File: src/rtl/hs_hsk_pkg.sv
package hs_hsk_pkg;

  typedef enum logic [2:0] {
    HSK_IDLE   = 3'd0,
    HSK_CHIRP  = 3'd1,
    HSK_LISTEN = 3'd2,
    HSK_HIGH   = 3'd3,
    HSK_FULL   = 3'd4
  } hsk_state_e;

  localparam logic [1:0] OPM_NORMAL = 2'b00;
  localparam logic [1:0] OPM_RAW    = 2'b10;
  localparam logic [7:0] CHIRP_BYTE = 8'h00;

  typedef struct packed {
    logic       xcvr_fs;
    logic       term_fs;
    logic [1:0] opmode;
    logic       tx_valid;
    logic       listen;
    logic       hs_ready;
  } hsk_drive_t;

  function automatic hsk_drive_t drive_of(hsk_state_e s);
    hsk_drive_t d;
    d = '{xcvr_fs: 1'b1, term_fs: 1'b1, opmode: OPM_NORMAL,
          tx_valid: 1'b0, listen: 1'b0, hs_ready: 1'b0};
    case (s)
      HSK_CHIRP: begin
        d.xcvr_fs  = 1'b0;
        d.opmode   = OPM_RAW;
        d.tx_valid = 1'b1;
        d.listen   = 1'b1;
      end
      HSK_LISTEN: begin
        d.xcvr_fs = 1'b0;
        d.listen  = 1'b1;
      end
      HSK_HIGH: begin
        d.xcvr_fs  = 1'b0;
        d.term_fs  = 1'b0;
        d.hs_ready = 1'b1;
      end
      default: ;
    endcase
    return d;
  endfunction

endpackage

File: src/rtl/hs_hsk_rst_sync.sv
module hs_hsk_rst_sync (
  input  logic clk,
  input  logic rst_n,
  output logic rst_sync_n
);

  logic [1:0] sync_q;

  always_ff @(posedge clk or negedge rst_n) begin
    if (!rst_n) sync_q <= 2'b00;
    else        sync_q <= {sync_q[0], 1'b1};
  end

  assign rst_sync_n = sync_q[1];

endmodule

File: src/rtl/hs_hsk_timer.sv
module hs_hsk_timer #(
  parameter int W = 8
) (
  input  logic         clk,
  input  logic         rst_n,
  input  logic         clr,
  input  logic         en,
  output logic [W-1:0] cnt
);

  logic [W-1:0] cnt_d;
  logic         cnt_en;

  assign cnt_en = clr || (en && (cnt != {W{1'b1}}));

  always_comb begin
    cnt_d = cnt + 1'b1;
    if (clr) cnt_d = '0;
  end

  always_ff @(posedge clk or negedge rst_n) begin
    if (!rst_n)      cnt <= '0;
    else if (cnt_en) cnt <= cnt_d;
  end

endmodule

File: src/rtl/hs_hsk_fsm.sv
module hs_hsk_fsm
  import hs_hsk_pkg::*;
#(
  parameter int CHIRP_LEN = 16,
  parameter int WAIT_LEN  = 16,
  parameter int W         = 8
) (
  input  logic       clk,
  input  logic       rst_n,
  input  logic       restart,
  input  logic       vfy_done,
  input  logic       vfy_pass,
  input  logic [W-1:0] cnt,
  output hsk_state_e state_q,
  output hsk_state_e state_d,
  output logic       tmr_clr,
  output logic       tmr_en
);

  localparam logic [W-1:0] CHIRP_LAST = W'(CHIRP_LEN - 1);
  localparam logic [W-1:0] WAIT_LAST  = W'(WAIT_LEN - 1);

  logic chirp_last, wait_last;
  logic pend_v_q, pend_ok_q;
  logic eff_v, eff_ok;
  logic pend_en;

  assign chirp_last = (cnt == CHIRP_LAST);
  assign wait_last  = (cnt == WAIT_LAST);
  assign eff_v      = pend_v_q | vfy_done;
  assign eff_ok     = pend_v_q ? pend_ok_q : vfy_pass;
  assign tmr_en     = (state_q == HSK_CHIRP) || (state_q == HSK_LISTEN);
  assign pend_en    = restart || ((state_q == HSK_CHIRP) && vfy_done && !pend_v_q);

  always_comb begin
    state_d = state_q;
    tmr_clr = 1'b0;
    if (restart) begin
      state_d = HSK_CHIRP;
      tmr_clr = 1'b1;
    end else begin
      case (state_q)
        HSK_CHIRP: begin
          if (chirp_last) begin
            tmr_clr = 1'b1;
            if (eff_v) state_d = eff_ok ? HSK_HIGH : HSK_FULL;
            else       state_d = HSK_LISTEN;
          end
        end
        HSK_LISTEN: begin
          if (vfy_done)       state_d = vfy_pass ? HSK_HIGH : HSK_FULL;
          else if (wait_last) state_d = HSK_FULL;
        end
        default: ;
      endcase
    end
  end

  always_ff @(posedge clk or negedge rst_n) begin
    if (!rst_n) state_q <= HSK_IDLE;
    else        state_q <= state_d;
  end

  always_ff @(posedge clk or negedge rst_n) begin
    if (!rst_n) begin
      pend_v_q  <= 1'b0;
      pend_ok_q <= 1'b0;
    end else if (pend_en) begin
      pend_v_q  <= !restart;
      pend_ok_q <= !restart && vfy_pass;
    end
  end

  AST_ENTRY_CHIRP: assert property (@(posedge clk) disable iff (!rst_n)
    $past(restart) |-> state_q == HSK_CHIRP);

  AST_CHIRP_BOUND: assert property (@(posedge clk) disable iff (!rst_n)
    state_q == HSK_CHIRP |-> cnt <= CHIRP_LAST);

  AST_WAIT_BOUND: assert property (@(posedge clk) disable iff (!rst_n)
    state_q == HSK_LISTEN |-> cnt <= WAIT_LAST);

  AST_FULL_HOLD: assert property (@(posedge clk) disable iff (!rst_n)
    (state_q == HSK_FULL && !restart) |=> state_q == HSK_FULL);

  AST_HIGH_HOLD: assert property (@(posedge clk) disable iff (!rst_n)
    (state_q == HSK_HIGH && !restart) |=> state_q == HSK_HIGH);

endmodule

File: src/rtl/hs_hsk_drive.sv
module hs_hsk_drive
  import hs_hsk_pkg::*;
(
  input  logic       clk,
  input  logic       rst_n,
  input  hsk_state_e state_d,
  output hsk_drive_t drv_q
);

  hsk_drive_t drv_d;

  always_comb drv_d = drive_of(state_d);

  always_ff @(posedge clk or negedge rst_n) begin
    if (!rst_n) drv_q <= drive_of(HSK_IDLE);
    else        drv_q <= drv_d;
  end

  AST_RAW_WHILE_TX: assert property (@(posedge clk) disable iff (!rst_n)
    drv_q.tx_valid |-> (drv_q.opmode == OPM_RAW) && !drv_q.xcvr_fs && drv_q.term_fs);

  AST_HS_TERM_NEEDS_HS_XCVR: assert property (@(posedge clk) disable iff (!rst_n)
    !drv_q.term_fs |-> !drv_q.xcvr_fs);

  AST_TERM_AFTER_LISTEN: assert property (@(posedge clk) disable iff (!rst_n)
    $fell(drv_q.term_fs) |-> $past(drv_q.listen));

  AST_NO_TX_WHEN_DONE: assert property (@(posedge clk) disable iff (!rst_n)
    drv_q.hs_ready |-> !drv_q.tx_valid && !drv_q.listen);

endmodule

File: src/rtl/hs_handshake_seq.sv
module hs_handshake_seq
  import hs_hsk_pkg::*;
#(
  parameter int CHIRP_CYC           = 120000,
  parameter int MIN_CHIRP_CYC       = 60000,
  parameter int MAX_CHIRP_END_CYC   = 420000,
  parameter int VERDICT_TIMEOUT_CYC = 600000
) (
  input  logic       clk,
  input  logic       rst_n,
  input  logic       hs_reset_start,
  input  logic       vfy_done,
  input  logic       vfy_pass,
  output logic       xcvr_fs,
  output logic       term_fs,
  output logic [1:0] opmode,
  output logic       tx_valid,
  output logic [7:0] tx_data,
  output logic       listen_en,
  output logic       hs_ready
);

  localparam int CHIRP_LEN = (CHIRP_CYC < MIN_CHIRP_CYC)     ? MIN_CHIRP_CYC :
                             (CHIRP_CYC > MAX_CHIRP_END_CYC) ? MAX_CHIRP_END_CYC :
                             CHIRP_CYC;
  localparam int CNT_MAX   = (CHIRP_LEN > VERDICT_TIMEOUT_CYC) ? CHIRP_LEN : VERDICT_TIMEOUT_CYC;
  localparam int CNT_W     = $clog2(CNT_MAX + 1);

  logic             rst_sync_n;
  logic             tmr_clr, tmr_en;
  logic [CNT_W-1:0] cnt;
  hsk_state_e       state_q, state_d;
  hsk_drive_t       drv_q;

  hs_hsk_rst_sync u_rst (
    .clk        (clk),
    .rst_n      (rst_n),
    .rst_sync_n (rst_sync_n)
  );

  hs_hsk_timer #(.W(CNT_W)) u_timer (
    .clk   (clk),
    .rst_n (rst_sync_n),
    .clr   (tmr_clr),
    .en    (tmr_en),
    .cnt   (cnt)
  );

  hs_hsk_fsm #(
    .CHIRP_LEN (CHIRP_LEN),
    .WAIT_LEN  (VERDICT_TIMEOUT_CYC),
    .W         (CNT_W)
  ) u_fsm (
    .clk      (clk),
    .rst_n    (rst_sync_n),
    .restart  (hs_reset_start),
    .vfy_done (vfy_done),
    .vfy_pass (vfy_pass),
    .cnt      (cnt),
    .state_q  (state_q),
    .state_d  (state_d),
    .tmr_clr  (tmr_clr),
    .tmr_en   (tmr_en)
  );

  hs_hsk_drive u_drive (
    .clk     (clk),
    .rst_n   (rst_sync_n),
    .state_d (state_d),
    .drv_q   (drv_q)
  );

  assign xcvr_fs   = drv_q.xcvr_fs;
  assign term_fs   = drv_q.term_fs;
  assign opmode    = drv_q.opmode;
  assign tx_valid  = drv_q.tx_valid;
  assign tx_data   = CHIRP_BYTE;
  assign listen_en = drv_q.listen;
  assign hs_ready  = drv_q.hs_ready;

  AST_IDLE_QUIET: assert property (@(posedge clk) disable iff (!rst_sync_n)
    (state_q == HSK_IDLE) |-> xcvr_fs && term_fs && !listen_en && !tx_valid);

endmodule

File: config.mk
export PLATFORM = sky130hd
export DESIGN_NAME = hs_handshake_seq
export DESIGN_NICKNAME = d
export VERILOG_FILES = /design/src/rtl/hs_hsk_pkg.sv /design/src/rtl/hs_hsk_rst_sync.sv /design/src/rtl/hs_hsk_timer.sv /design/src/rtl/hs_hsk_fsm.sv /design/src/rtl/hs_hsk_drive.sv /design/src/rtl/hs_handshake_seq.sv
export SDC_FILE = /design/constraint.sdc
export NUM_CORES = 1
export LEC_CHECK = 0
export CAP_MARGIN = 20
export CORE_MARGIN = 3
export CORE_UTILIZATION = 45
export CTS_BUF_LIST = sky130_fd_sc_hd__clkbuf_8
export DETAILED_ROUTE_END_ITERATION = 10
export PLACE_DENSITY_LB_ADDON = 0.15
export SYNTH_ARGS = -nofsm -noshare
export SYNTH_HDL_FRONTEND = slang
export SYNTH_SLANG_ARGS = --single-unit
File: constraint.sdc
create_clock -name clk -period 1 [get_ports clk]
set_input_delay 0.3 -clock clk [delete_from_list [all_inputs] [get_ports clk]]
set_output_delay 0.3 -clock clk [all_outputs]
set_load 0.02 [all_outputs]
* Word-level counts from Yosys, hierarchy flattened
Cells that the tools add are included.
** Operators by class
- Add/subtract/negate cells :: 1
- Equal/unequal tests :: 8
- Muxes and demuxes :: 18
- Bitwise operators :: 1
- Reductions and logical operators :: 11
** Operators by type and width (count)
- $mux 3 :: 8
- $add 20x1->20 const B :: 1
- $eq 20x17->1 const B :: 1
- $eq 20x20->1 const B :: 1
- $mux 20 :: 1
- $ne 20x20->1 const B :: 1
- $eq 3x2->1 const B :: 3
- $mux 1 :: 8
- $eq 3x1->1 const B :: 2
- $pmux 3 s2 :: 1
- $logic_and 1x1->1 :: 4
- $logic_or 1x1->1 :: 3
- $reduce_or 3->1 :: 1
- $logic_not 1->1 :: 2
- $reduce_or 2->1 :: 1
- $or 1x1->1 :: 1
** Storage, ports and cells
- Bits in registers :: 34
- Input bits :: 5
- Output and inout bits :: 15
- Logic and storage cells :: 50

* Depth between registers and ports, before layout
Gate-level depths: netlist of the first run.
- Word-level depth :: 9
- Gate-level depth with buffers :: 8
- Gate-level depth less buffers :: 7

* Cells and area by module
A second synthesis of the first run with hierarchy kept.
** Second synthesis, totals
- Cell total of the unflattened synthesis :: 209
- Area, all modules :: 1955.6 µm²
** By module, submodules not included
- hs_hsk_timer :: times used 1, cells an instance 134, area each 1222.4 µm², sequential area each 500.5 µm²
- hs_hsk_fsm :: times used 1, cells an instance 49, area each 430.4 µm², sequential area each 125.1 µm²
- hs_hsk_drive :: times used 1, cells an instance 14, area each 185.2 µm², sequential area each 127.6 µm²
- hs_handshake_seq :: times used 1, cells an instance 9, area each 63.8 µm², sequential area each 0.0 µm²
- hs_hsk_rst_sync :: times used 1, cells an instance 3, area each 53.8 µm², sequential area each 50.0 µm²

* Least setup slack after synthesis of the first run
OpenSTA, ideal clock, no wires.
- Kind :: register to register
- Start point :: register u_timer.cnt[9]
- End point :: register, netlist name u_drive.drv_q[1]
- Setup time :: 0.119 ns
- Data arrival time :: 1.787 ns
- Data required time :: 0.881 ns
- Setup slack :: -0.906 ns
- Stages on the path, launching flop included :: 7
- Buffers on the path :: 0
- Period minus slack after synthesis :: 1.906 ns
- Path through :: dfrtp_1 -> nand4b_1 -> or4_4 -> or4_4 -> nand2_4 -> xnor2_1 -> nor2_1
** RTL lines
- start: declaration :: line hs_hsk_timer.sv:8 : output logic [W-1:0] cnt
- start signal: assignment :: line hs_hsk_timer.sv:23 : else if (cnt_en) cnt <= cnt_d;

==> metrics, run 1 <==
initial antenna violation count=0; ant diodes=0; Critical Path AT=2.12 ns; final hold viol count=0; commonest non-fill, non-tap cell in the layout=buf_4; Avg Inst Size Synth=9.89 sq um; Hold-fix buffers, CTS=0; Initial Utilization=49.1%; metal3 WL=between 200 and 300 microns; final hold slack=0.170 ns; via count=1605; kind of critical path=reg -> reg; Cell Area, Placed=approximately 2200 sq um; clock insertion delay at the later pin of the skew report=0.29 ns; CTS tree=built; met2 WL=between 2 and 3 mm; top cells by area, synth=dfrtp_1, xor2_1, nor2_1; Final Max Slew Viols=0; Setup-failing EPs final=36; RSZ-0062 raised after global routing=yes; clk slew on worst S/H paths=about 0.070 ns; pre-CTS WS=-1.14 ns; critical path peak fanout=3; skew final=about 0.0067 ns; final routed DRC violation total=0; Hold Crit Class=in -> async; Congestion Overflow GR=0; hpwl dp=between 2 and 3 mm; DR vias/cell=around 5.4; GRT Util Overall=about 22%; violated checks=negative setup slack; # IOs=20; CTS Buf Count=5; DRT met1 WL=1.84 mm; first-pass GRT wire length=7.33 mm; crit path time final=between 1.5 and 2 ns; Crit. End Element=flip-flop; RR Startpoint=u_timer.cnt[18]; chip height=68.0 microns; clock sink count=32; Synth top area share=43.4%; 1st-iter DRT viols=between 100 and 150; RePlAce Congestion=0.813; Post-Route WL=4.97 mm; R2R cell count=6; largest net degree at the start of global routing=18; Post-synth ARST share=100%; Syn Std Cell Area=~1700 sq um; Mapped Cells=175; area grow syn2layout=62.9%; nature of the critical path startpoint=flip-flop; post-synth cell types=44; Ys Warns=0; maximum clock frequency=512 MHz; DIE WIDTH=68.0 microns; Nets=256; flop-to-flop setup slack=-0.95 ns; vias in the first global route=about 1600; Clock Path Buffers=2; Pre-Repair DR Iteration Count=5; final worst slack=-0.953 ns; overall die area=between 4000 and 5000 sq um; register area share after synthesis=a little under half; DR WL/cell=16.7 microns; FP Rows=21; core box area=about 3500 sq um; leakage power=1.24 nW; fraction of layout cells with a size suffix above 1=55.4%; top sig layer=met4; reg-to-reg endpoint=u_drive.drv_q[1]; FF+latch count, synth=32; port buffer count=10; CTS root buffer=clkbuf_8; Post-synth top flop=dfrtp_1; max cap viols=0; Max IR drop VDD=between 0.5 and 0.6 mV; most frequent cells in the layout=buf_4, dfrtp_1, buf_6, nor2_1; P per Cell Area=1010 nW/um^2; run status=complete, but fails checks; post-route ant nets=0; Req. time, crit path=1.17 ns; final worst path period share=195%; H-Tree Level Count=2; leading area contributor after synthesis=dfrtp_1; number of synthesized flops with an enable pin=0; final instance area=2820 sq um
## routing by layer
layer	up-vias	track usage [%]
li1	731	-
met1	801	24.3
met2	53	40.7
met3	20	4.93
met4	0	8.93
met5	-	0
## cells by family (layout without fill, tap and decap cells)
family	count (synthesis)	in the layout	share of synthesized area, %
xor+xnor	20	20	10.1
compound gates	15	15	6.07
mux	3	3	1.74
buf+inv	18	86	6.58
fa+ha+maj	1	1	0.723
flops	32	32	46.4
other cells	2	10	0.434
simple gates	84	84	27.9
## sequential cells by signal, summed over array words and instances, names as in the netlist
signal	cells
u_fsm.state_q	3
u_fsm.pend_ok_q	1
u_rst.sync_q	2
u_drive.drv_q	5
u_timer.cnt	20
u_fsm.pend_v_q	1
## synthesized netlist by cell type, drive strengths merged, types with 4 or more instances
master,number
buf,12
and3,4
and4,4
nand2,15
dfrtp,30
nand3,7
nand4,8
a21oi,4
xnor2,6
nor2,28
xor2,14
## through the flow
step                      power, mW  TNS [ns]  cells  utilization [%]
final                          2.83    -23.86    297             80.1
after global routing           2.93    -26.37    297             80.1
after CTS                      2.79    -22.51    293             73.8
after detailed placement       1.55    -23.41    275             63.4
after global placement         1.55    -22.65    275             63.4
after floorplan                1.49    -16.61    183                -
## final cells by class
class | instances | area [sq um]
clock buffers | 5 | 68.8
repair buffers | 75 | 697
inverters | 3 | 11.3
fillers | 189 | 702
flip-flops and latches | 32 | 805
clock inverters | 3 | 38.8
well taps | 46 | 57.6
multi-input cells | 133 | 1140
## worst max-delay path, stage by stage (launching register included)
cell,delay (ns)
dfrtp_1,0.43
nor4bb_4,0.34
nand4_1,0.20
or4_4,0.58
nand2_4,0.10
xnor2_2,0.12
nor2_1,0.08
## worst max-delay path by stage
stage | cells after the start | start | slack (ns) | end
after floorplan | 6 | u_timer.cnt[18] | -0.80 | u_drive.drv_q[1]
after global placement | 7 | vfy_done | -1.01 | u_drive.drv_q[5]
after detailed placement | 7 | vfy_done | -1.14 | u_drive.drv_q[5]
after CTS | 6 | u_timer.cnt[17] | -0.87 | u_drive.drv_q[1]
after global routing | 6 | u_timer.cnt[17] | -1.02 | u_drive.drv_q[1]
final | 6 | u_timer.cnt[18] | -0.95 | u_drive.drv_q[1]
## where the power goes
part           internal (mW)  switching (mW)
clock                  0.728           0.482
sequential              1.31          0.0152
combinational          0.134           0.160
## timing repair
item,CTS,global route
endpoints found under the setup margin,36,36
cloned,2,1
pin swaps,13,25
buffers inserted,9,5
resized for setup,64,42
(Power assumes the default switching activity.)
==> inputs of run 2 (changes only) <==
--- a/config.mk
+++ b/config.mk
@@ -8,7 +8,7 @@
 export CAP_MARGIN = 20
 export CORE_MARGIN = 3
 export CORE_UTILIZATION = 45
-export CTS_BUF_LIST = sky130_fd_sc_hd__clkbuf_8
+export CTS_BUF_LIST = sky130_fd_sc_hd__clkbuf_4 sky130_fd_sc_hd__clkbuf_8
 export DETAILED_ROUTE_END_ITERATION = 10
 export PLACE_DENSITY_LB_ADDON = 0.15
 export SYNTH_ARGS = -nofsm -noshare
==> run 2 against run 1 <==
Against the previous run:
- register-to-register slack is essentially flat
- non-clock buffer count grew 3
- design area grew 0.62%
- flip-flop and latch count is the same
- largest power group unchanged
- the run still ends with negative setup slack left
- highest routed layer unchanged
- utilization grew 0.50 points
- clock power is essentially flat
- clock-buffer cell count grew 1
- first-iteration DRC count shrank 31%
- sequential power is essentially flat
- worst hold slack lost 0.0055 ns
- largest cell class unchanged
==> metrics, run 2 (synthesis results as in run 1) <==
run status=complete, but fails checks; violated checks=negative setup slack; Reg power frac=46.5%; fraction of layout cells with a size suffix above 1=54.3%; final worst path period share=195%; RSZ-0062 raised after global routing=yes; Initial Utilization=49.1%; final worst slack=-0.947 ns; nature of the critical path startpoint=flip-flop; maximum clock frequency=around 510 MHz; Setup-failing EPs final=36; via count=1628; worst-path cell with the longest stage delay=or4_4; FF+latch area=805 sq um; FP Rows=21; clock insertion delay at the later pin of the skew report=0.30 ns; kind of critical path=reg -> reg; chip height=68.0 microns; Largest regs=u_timer.cnt: 20 flops, u_drive.drv_q: 5 flops, u_fsm.state_q: 3 flops; ant diodes=0; multi-input combinational cell area=roughly 1100 sq um; clock sink count=32; Clock power frac=43.5%; fill count=187; Largest register FFs=20; TNS Setup=-24.77 ns; cells along the critical path=nand4b_1, or4_4, or4_4, nand2_4, buf_4, o21bai_1; vias in the first global route=1620; Max IR drop VDD=0.597 mV; crit path time final=1.95 ns; leakage power=1.28 nW; Clock Path Buffers=2; DR vias/cell=5.43; Final Power=2.86 mW; Sw Pwr=0.648 mW; largest net degree at the start of global routing=18; max cap viols=0; Biggest register=u_timer.cnt; P per Cell Area=between 1000 and 1500 nW/um^2; first-pass GRT wire length=between 7 and 8 mm; area grow syn2layout=63.9%; core box area=3520 sq um; Pint=roughly 2.2 mW; CTS tree=built; most frequent cells in the layout=buf_4, dfrtp_1, nor2_1, buf_6, xor2_1; critical path's most frequent cell=or4_4; Req. time, crit path=1.21 ns; Congestion Overflow GR=0; Post-Route WL=roughly 5.4 mm; post-route ant nets=0; overall die area=around 4600 sq um; CTS Buf Count=5; max incr delay on CP=~0.51 ns; Crit. End Element=flip-flop; commonest non-fill, non-tap cell in the layout=buf_4; # IOs=20; Pre-Repair DR Iteration Count=4; skew final=0.00588 ns; H-Tree Level Count=2; Final Max Slew Viols=0; DIE WIDTH=68.0 microns; Hold Crit Class=in -> async; Comb pwr share=10.1%; final routed DRC violation total=0; Hold-fix buffers, CTS=0; final hold viol count=0; Critical Path AT=about 2.2 ns; initial antenna violation count=0; post-layout util=about four fifths; CTS root buffer=clkbuf_8; RePlAce Congestion=~0.81; switching portion of total power=about 23%; clk slew on worst S/H paths=~0.07 ns; 1st-iter DRT viols=98; hpwl dp=2.70 mm; DR WL/cell=17.9 microns; GRT Util Overall=22.4%; critical path peak fanout=4; Nets=around 260; port buffer count=10
[run 2: changes by cell type in the layout (fill, tap and decap cells not counted), moves of 2 or more]
cell	change
nand3_2	+2
xor2_1	+3
and3_1	+2
nand3_1	-2
nor2_4	-4
and3_4	-2
nor2_1	+7
nor2_2	-3
xor2_2	-3
buf_6	+4
[run 2: worst paths after layout]
| check | start | endpoint | slack [ns] | cells past startpoint |
|---|---|---|---|---|
| max | u_timer.cnt[9] | u_drive.drv_q[6] | -0.95 | 6 |
| min | rst_n | u_rst.sync_q[1] | 0.16 | 1 |
| max in group asynchronous | u_rst.sync_q[1] | u_drive.drv_q[5] | 0.54 | 1 |
| min reg2reg | u_rst.sync_q[1] | u_fsm.pend_v_q | 0.23 | 1 |
| min in group clk | u_rst.sync_q[0] | u_rst.sync_q[1] | 0.36 | 0 |
| max reg2reg | u_timer.cnt[9] | u_drive.drv_q[6] | -0.95 | 6 |
[run 2: power groups by stage]
stage,combinational (mW),clock [mW],sequential (mW)
2_1_floorplan,0.121,0,1.37
6_report,0.288,1.24,1.33
3_5_place_dp,0.204,0,1.35
4_1_cts,0.255,1.25,1.33
3_3_place_gp,0.197,0,1.35
5_1_grt,0.307,1.32,1.33
[run 2: metrics by stage]
stage,std cells,hold WS (ns),setup WS (ns),cell area (sq um)
detailed placement,275,0.193,-1.14,2230
CTS,294,0.172,-0.885,2620
global route,300,0.168,-0.979,2840
finish,300,0.165,-0.947,2840
floorplan,183,0.00441,-0.803,1810
global placement,275,0.189,-1.01,2230
[run 2: area by class of cell]
cell class / count / area share, %
Tap cell: 46 / 2.03
Timing Repair Buffer: 78 / 26.0
Clock inverter: 2 / 1.24
Multi-Input combinational cell: 133 / 39.3
Inverter: 3 / 0.397
Sequential cell: 32 / 28.4
Clock buffer: 6 / 2.69
[run 2: routing by layer]
metal / wire, microns / vias up / track usage, %
met5: 0 / - / 0
met4: 170 / 0 / 8.68
met3: 283 / 14 / 4.93
met2: 2910 / 58 / 41.9
met1: 1990 / 820 / 24.4
li1: - / 736 / -
[run 2: worst max-delay path, delay by kind of cell (launching register included)]
kind,cells,cell delay (ns)
AO/OA/AOI/OAI,1,0.08
buffers and inverters,1,0.11
flip-flops,1,0.38
AND/OR/NAND/NOR,4,1.29
[run 2: timing repair]
item / CTS / global route
buffers inserted: 10 / 10
endpoints found under the setup margin: 36 / 36
gates resized for setup: 66 / 39
hold endpoints to repair: 0 / 0
pin swaps: 12 / 31
cloned: 2 / 1
